**config.mk**
```make
export PLATFORM = sky130hd
export DESIGN_NAME = audio_rx_deser
export DESIGN_NICKNAME = d
export VERILOG_FILES = /design/src/rtl/audio_rx_pkg.sv /design/src/rtl/audio_rx_sync.sv /design/src/rtl/audio_rx_ctrl.sv /design/src/rtl/audio_rx_dp.sv /design/src/rtl/audio_rx_deser.sv
export SDC_FILE = /design/constraint.sdc
export NUM_CORES = 1
export LEC_CHECK = 0
export BUFFER_PORTS_ARGS = -buffer_cell sky130_fd_sc_hd__buf_2
export CORE_ASPECT_RATIO = 0.75
export CORE_MARGIN = 2
export CORE_UTILIZATION = 40
export DETAILED_ROUTE_END_ITERATION = 12
export HOLD_SLACK_MARGIN = 0.15
export PLACE_DENSITY = 0.64
export SKIP_CTS_REPAIR_TIMING = 1
export SLEW_MARGIN = 20
export SYNTH_ARGS = -nofsm -noshare
export SYNTH_HDL_FRONTEND = slang
export SYNTH_SLANG_ARGS = --single-unit
```
**constraint.sdc**
```tcl
create_clock -name clk -period 5.1 [get_ports clk]
set_clock_uncertainty 0.05 [all_clocks]
set_input_delay 0.51 -clock clk [delete_from_list [all_inputs] [get_ports clk]]
set_output_delay 0.51 -clock clk [all_outputs]
set_load 0.05 [all_outputs]
```
**src/rtl/audio_rx_pkg.sv**
```systemverilog
package audio_rx_pkg;

  typedef enum logic [2:0] {
    FMT_I2S       = 3'd0,
    FMT_SYNC_SHORT = 3'd1,
    FMT_SYNC_LONG  = 3'd2,
    FMT_LEFT      = 3'd3,
    FMT_RIGHT     = 3'd4
  } fmtE;

  // Per capture-edge commands from control to datapath
  typedef struct packed {
    logic shift;    // take the current serial bit into the shift register
    logic emit;     // a word is complete in this cycle
    logic emitCur;  // the completed word includes the current bit
  } strobeT;

endpackage

```
**src/rtl/audio_rx_sync.sv**
```systemverilog
module audio_rx_sync #(
  parameter int STAGES = 2
) (
  input  logic clk,
  input  logic rstN,
  input  logic bclkIn,
  input  logic wsIn,
  input  logic sdIn,
  output logic wsS,
  output logic sdS,
  output logic bclkRise,
  output logic bclkFall
);

  localparam int LINES = 3;

  logic [LINES-1:0] chain [STAGES];
  logic             bclkD;

  always_ff @(posedge clk or negedge rstN) begin
    if (!rstN) begin
      for (int s = 0; s < STAGES; s++) chain[s] <= '0;
      bclkD <= 1'b0;
    end else begin
      chain[0] <= {bclkIn, wsIn, sdIn};
      for (int s = 1; s < STAGES; s++) chain[s] <= chain[s-1];
      bclkD <= chain[STAGES-1][2];
    end
  end

  assign wsS      = chain[STAGES-1][1];
  assign sdS      = chain[STAGES-1][0];
  assign bclkRise = chain[STAGES-1][2] & ~bclkD;
  assign bclkFall = ~chain[STAGES-1][2] & bclkD;

endmodule

```
**src/rtl/audio_rx_ctrl.sv**
```systemverilog
module audio_rx_ctrl
  import audio_rx_pkg::*;
#(
  parameter int WB_W   = 6,
  parameter int CNT_W  = 4,
  parameter int CHAN_W = 3
) (
  input  logic              clk,
  input  logic              rstN,
  input  logic              bclkRise,
  input  logic              bclkFall,
  input  logic              wsS,
  input  logic [2:0]        cfgFormat,
  input  logic [WB_W-1:0]   cfgWordBits,
  input  logic [CNT_W-1:0]  cfgChannels,
  input  logic              cfgBclkInv,
  input  logic              cfgWsInv,
  output strobeT            strobe,
  output logic [CHAN_W-1:0] emitChan
);

  fmtE               fmt;
  logic              isSync, wordFmt, capEdge, wsBit, wsChg;
  logic              wsKnown, wsPrev, armed, active, rjLocked;
  logic [WB_W-1:0]   bitCnt, idx, lastIdx;
  logic [CHAN_W-1:0] chan, chanUse, startChan;
  logic              start, take, lastBit, moreCh, rjEmit;

  always_comb begin
    fmt     = fmtE'(cfgFormat);
    isSync  = (fmt == FMT_SYNC_SHORT) || (fmt == FMT_SYNC_LONG);
    wordFmt = (fmt == FMT_I2S) || (fmt == FMT_LEFT) || isSync;
    capEdge = (isSync ^ cfgBclkInv) ? bclkFall : bclkRise;
    wsBit   = wsS ^ cfgWsInv;
    wsChg   = wsKnown && (wsBit != wsPrev);
    lastIdx = cfgWordBits - WB_W'(1);

    start     = 1'b0;
    startChan = '0;
    unique case (fmt)
      FMT_I2S: begin
        start     = armed && !wsChg;
        startChan = chan;
      end
      FMT_LEFT: begin
        start     = wsChg;
        startChan = CHAN_W'(!wsBit);
      end
      FMT_SYNC_SHORT: start = wsKnown && wsPrev && !wsBit;
      FMT_SYNC_LONG:  start = wsKnown && !wsPrev && wsBit;
      default:        start = 1'b0;
    endcase

    take    = capEdge && wordFmt &&
              (start || (active && !(wsChg && fmt == FMT_I2S)));
    idx     = start ? '0 : bitCnt;
    chanUse = start ? startChan : chan;
    lastBit = (idx == lastIdx);
    moreCh  = isSync && ((CNT_W'(chanUse) + CNT_W'(1)) < cfgChannels);
    rjEmit  = capEdge && (fmt == FMT_RIGHT) && wsChg && rjLocked;

    strobe.shift   = take || (capEdge && fmt == FMT_RIGHT);
    strobe.emit    = (take && lastBit) || rjEmit;
    strobe.emitCur = take;
    emitChan       = rjEmit ? CHAN_W'(!wsPrev) : chanUse;
  end

  always_ff @(posedge clk or negedge rstN) begin
    if (!rstN) begin
      wsKnown  <= 1'b0;
      wsPrev   <= 1'b0;
      armed    <= 1'b0;
      active   <= 1'b0;
      rjLocked <= 1'b0;
      bitCnt   <= '0;
      chan     <= '0;
    end else if (capEdge) begin
      wsPrev  <= wsBit;
      wsKnown <= 1'b1;
      if (fmt == FMT_RIGHT && wsChg) rjLocked <= 1'b1;
      if (fmt == FMT_I2S && wsChg) begin
        armed  <= 1'b1;
        active <= 1'b0;
        chan   <= CHAN_W'(wsBit);
      end else if (take) begin
        armed <= 1'b0;
        if (lastBit) begin
          active <= moreCh;
          bitCnt <= '0;
          chan   <= moreCh ? chanUse + CHAN_W'(1) : chanUse;
        end else begin
          active <= 1'b1;
          bitCnt <= idx + WB_W'(1);
          chan   <= chanUse;
        end
      end
    end
  end

endmodule

```
**src/rtl/audio_rx_dp.sv**
```systemverilog
module audio_rx_dp
  import audio_rx_pkg::*;
#(
  parameter int MAX_BITS = 32,
  parameter int OUT_W    = 32,
  parameter int WB_W     = 6,
  parameter int CHAN_W   = 3
) (
  input  logic              clk,
  input  logic              rstN,
  input  strobeT            strobe,
  input  logic [CHAN_W-1:0] emitChan,
  input  logic              sdS,
  input  logic [WB_W-1:0]   cfgWordBits,
  input  logic              cfgLsbFirst,
  input  logic              outReady,
  output logic [OUT_W-1:0]  outData,
  output logic [CHAN_W-1:0] outChan,
  output logic              outValid,
  output logic              overrun
);

  localparam int IDX_W = (MAX_BITS > 1) ? $clog2(MAX_BITS) : 1;

  logic [MAX_BITS-1:0] shreg, nextSh, word, rev, ordered;
  logic [OUT_W-1:0]    ext;
  logic                signBit;

  always_comb begin
    nextSh = {shreg[MAX_BITS-2:0], sdS};
    word   = strobe.emitCur ? nextSh : shreg;
    for (int j = 0; j < MAX_BITS; j++) rev[j] = word[MAX_BITS-1-j];
    ordered = cfgLsbFirst ? (rev >> (MAX_BITS - int'(cfgWordBits))) : word;
    signBit = ordered[IDX_W'(cfgWordBits - WB_W'(1))];
  end

  for (genvar i = 0; i < OUT_W; i++) begin : gExt
    if (i < MAX_BITS) begin : gIn
      assign ext[i] = (WB_W'(i) < cfgWordBits) ? ordered[i] : signBit;
    end else begin : gTop
      assign ext[i] = signBit;
    end
  end

  always_ff @(posedge clk or negedge rstN) begin
    if (!rstN) begin
      shreg    <= '0;
      outData  <= '0;
      outChan  <= '0;
      outValid <= 1'b0;
      overrun  <= 1'b0;
    end else begin
      if (strobe.shift) shreg <= nextSh;
      if (strobe.emit) begin
        outData  <= ext;
        outChan  <= emitChan;
        outValid <= 1'b1;
        overrun  <= outValid && !outReady;
      end else begin
        overrun <= 1'b0;
        if (outReady) outValid <= 1'b0;
      end
    end
  end

endmodule

```
**src/rtl/audio_rx_deser.sv**
```systemverilog
module audio_rx_deser
  import audio_rx_pkg::*;
#(
  parameter int MAX_BITS    = 32,
  parameter int OUT_W       = 32,
  parameter int MAX_CH      = 8,
  parameter int SYNC_STAGES = 2,
  localparam int WB_W   = $clog2(MAX_BITS + 1),
  localparam int CNT_W  = $clog2(MAX_CH + 1),
  localparam int CHAN_W = (MAX_CH > 1) ? $clog2(MAX_CH) : 1
) (
  input  logic              clk,
  input  logic              rstN,
  input  logic              bclkIn,
  input  logic              wsIn,
  input  logic              sdIn,
  input  logic [2:0]        cfgFormat,
  input  logic [WB_W-1:0]   cfgWordBits,
  input  logic [CNT_W-1:0]  cfgChannels,
  input  logic              cfgLsbFirst,
  input  logic              cfgBclkInv,
  input  logic              cfgWsInv,
  output logic [OUT_W-1:0]  outData,
  output logic [CHAN_W-1:0] outChan,
  output logic              outValid,
  input  logic              outReady,
  output logic              overrun
);

  logic              wsS, sdS, bclkRise, bclkFall;
  strobeT            strobe;
  logic [CHAN_W-1:0] emitChan;

  audio_rx_sync #(.STAGES(SYNC_STAGES)) uSync (
    .clk(clk), .rstN(rstN), .bclkIn(bclkIn), .wsIn(wsIn), .sdIn(sdIn),
    .wsS(wsS), .sdS(sdS), .bclkRise(bclkRise), .bclkFall(bclkFall)
  );

  audio_rx_ctrl #(.WB_W(WB_W), .CNT_W(CNT_W), .CHAN_W(CHAN_W)) uCtrl (
    .clk(clk), .rstN(rstN), .bclkRise(bclkRise), .bclkFall(bclkFall),
    .wsS(wsS), .cfgFormat(cfgFormat), .cfgWordBits(cfgWordBits),
    .cfgChannels(cfgChannels), .cfgBclkInv(cfgBclkInv), .cfgWsInv(cfgWsInv),
    .strobe(strobe), .emitChan(emitChan)
  );

  audio_rx_dp #(.MAX_BITS(MAX_BITS), .OUT_W(OUT_W), .WB_W(WB_W), .CHAN_W(CHAN_W)) uDp (
    .clk(clk), .rstN(rstN), .strobe(strobe), .emitChan(emitChan), .sdS(sdS),
    .cfgWordBits(cfgWordBits), .cfgLsbFirst(cfgLsbFirst), .outReady(outReady),
    .outData(outData), .outChan(outChan), .outValid(outValid), .overrun(overrun)
  );

endmodule

```
==> flow_summary.yaml <==
yosys:
  yosysWarnings: 0
  yosysTopAreaCell: "dfrtp_1"
  synthMuxAreaShare_pct: 9.34
  synthTopCellsByArea: "dfrtp_1, nand2_1, a21oi_1"
  ys_types: 92
  synth_compound_area_share_pct: 34.2
  synthSimpleGateAreaFrac_pct: 23.5
  synth_top_area_share_pct: 23.0
  synth_xor_xnor_area_share_pct: 2.00
  synth_adder_area_share_pct: 1.02
  syn-cell-area_sq_um: 9780
  synth-main-ff-cell: "dfrtp_1"
  syn_nets: 1370
  synth_cells: 1340
  synth_area_per_cell_sq_um: 7.30
  synth_seq_cells: 90
  synth_edf_count: 0
  seq_area_frac_synth_pct: 23.0
  ys_async_sr_fraction_pct: 100
  synth_top_family_by_area: "compound AO/OA/AOI/OAI gates"
critical_path:
  end_kind: "register"
  path_cells: "xor3_2 > a32o_1 > a211oi_4 > buf_12 > mux2_2 > o32ai_1 > mux2i_1 > a2111oi_2 > a2111oi_0 > a222oi_1 > buf_4 > and2_1 > buf_12 > nand2_4 > o41ai_2"
  slowest_delay_ns: 0.54
  crit_arrival_ns: 5.05
  cpMostUsedCell: "buf_12"
  path_class: "register to register"
  cp_slowest_cell: "xor3_2"
  startpoint_type: "register"
  critPathMaxFanout: 12
  crit_required_ns: 5.33
cells_and_area:
  nets: 1522
  fin_area_sq_um: 12000
  n_antenna_cell: 0
  layout-drive-gt1-share_pct: 22.5
  mostFrequentLayoutCells: "buf_4, nand2_1, a21oi_1"
  syn2layout_area_growth_pct: 22.5
  final_common_cell: "buf_4"
sta:
  rsz0062_at_grt: "false"
  slew_violations: 0
  worstMarginPinSlew_ns: 1.09
  period_minus_slack_ns: 4.82
  maxSlewHeadroom_pct: 26.3
  hold_ws_ns: 0.192
  finalSetupTns_ns: 0
  finalSetupViolCount: 0
  final.period_utilization_pct: 94.6
  fmax_mhz: 207
  hold_viol: 0
run:
  drv_cap: 0
cts:
  numCtsBuffers: 9
  cts_sinks: 90
  clk_path_buf_depth: 2
  cts-root-buf: "clkbuf_16"
  cts.clk_slew.worst_paths_ns: 0.08
  insertion_delay_ns: 0.37
  cts_tree: "built"
  htreeDepth: 3
route:
  drt_iter0_drc: 1846
  via_per_inst: 6.73
  vias: 12300
  post-route-drc-count: 0
  wl_per_cell_um: 27.7
  dr.pass1.iters: 6
  wirelength_mm: 50.7
  ant_nets: 0
grt:
  groute.usage.overall_pct: 39.4
  grt_pass1_vias: 11300
  grt.overflow.total: 0
  grt_pass1_wl_mm: 75.4
  antenna_found_initial: 0
  grt_start_max_net_pins: 64
placed_design:
  place.gp.congestion: 1.04
  numPortBuffers: 58
  dpl.hpwl_mm: 39.9
  dpl-instance-area_sq_um: 11700
run_status:
  status: "finished clean"
worst_hold_path:
  min-delay-path-class: "input port to register"
power:
  p_leak_uw: 0.00493
  ir_drop_v: 0.000267
  powerDensity_nw_per_um2: 404
  total_power_uw: 4840
die:
  io_pins: 59
  rows: 49
  start_util_pct: 40.8
  dieArea_sq_um: 25700
  dieWidth_um: 185
  core_sq_um: 24000
  die_height_um: 139
[area by class of cell]
type                    instances  area [sq um]
well taps                     331           414
clock inverters                 5          43.8
repair buffers                260          1990
flip-flops and latches         90          2250
clock buffers                  11           243
multi-input cells            1090          6890
inverters                      41           154
fillers                      2447         12000
[cell usage after synthesis, types with 14 or more instances]
| cell type | number |
|---|---|
| a21oi_1 | 116 |
| nand2_1 | 164 |
| dfrtp_1 | 90 |
| o221ai_1 | 18 |
| o21ai_1 | 19 |
| a31oi_1 | 20 |
| nor2_1 | 108 |
| nor4_1 | 34 |
| buf_2 | 15 |
| a2111oi_0 | 14 |
| clkbuf_1 | 88 |
| o21ai_0 | 109 |
| mux2_2 | 22 |
| a22oi_1 | 17 |
| mux2i_1 | 51 |
| nand3_1 | 53 |
| nor3_1 | 40 |
| o22ai_1 | 17 |
| o31ai_1 | 16 |
| inv_1 | 37 |
| a211oi_1 | 15 |
| o211ai_1 | 23 |
[path summary, 6_finish.rpt]
kind	endpoint	cells past startpoint	slack [ns]	from
max	uDp.outData[7]	15	0.28	uCtrl.wsPrev
min	uSync.chain[3]	1	0.19	sdIn
max reg2reg	uDp.outData[7]	15	0.28	uCtrl.wsPrev
min reg2reg	uSync.chain[2]	0	0.30	uSync.chain[5]
max in group asynchronous	uCtrl.bitCnt[4]	3	3.34	rstN
min in group asynchronous	uSync.sdS	2	0.61	rstN
[flip-flops by register name, indices dropped and copies added, names as in the netlist, 3 cells and up]
signal and cells:
uCtrl.bitCnt 6, uSync.chain 4, uCtrl.chan 3, uDp.shreg 32
uDp.outData 32, uDp.outChan 3
[layer usage]
| metal | wire, um | global-route usage, % | vias up |
|---|---|---|---|
| met5 | 0 | 0 | - |
| met4 | 1200 | 8.25 | 0 |
| met3 | 7100 | 13.1 | 118 |
| met2 | 20400 | 55.9 | 846 |
| met1 | 22000 | 57.5 | 5939 |
| li1 | - | - | 5404 |
[power by group]
group          internal, uW  switching, uW  total, uW
sequential              941            346       1290
combinational           993           1870       2860
clock                   352            338        690
total                  2290           2550       4840
[through the flow]
step	util [%]	instances	setup WS [ns]
2_1_floorplan	-	1340	0.104
3_3_place_gp	48.7	1811	-0.0246
3_5_place_dp	48.7	1811	0.0193
4_1_cts	49.9	1827	0.289
5_1_grt	50.0	1828	0.0320
6_report	50.0	1828	0.276
[worst max-delay path, delay by kind of cell (launching register included)]
family | cells | cell delay [ns]
mux | 2 | 0.56
simple gates | 2 | 0.25
flops | 1 | 0.43
compound gates | 7 | 2.34
xor+xnor | 1 | 0.54
buf+inv | 3 | 0.54
[kinds of logic (layout without fill, tap and decap cells)]
| kind of cell | after synthesis | count (layout) |
|---|---|---|
| compound gates | 500 | 500 |
| fa+ha+maj | 8 | 8 |
| buf+inv | 160 | 317 |
| mux | 81 | 81 |
| xor+xnor | 19 | 19 |
| simple gates | 482 | 482 |
| flops | 90 | 90 |
No activity file was read; power rests on OpenSTA's default activity.
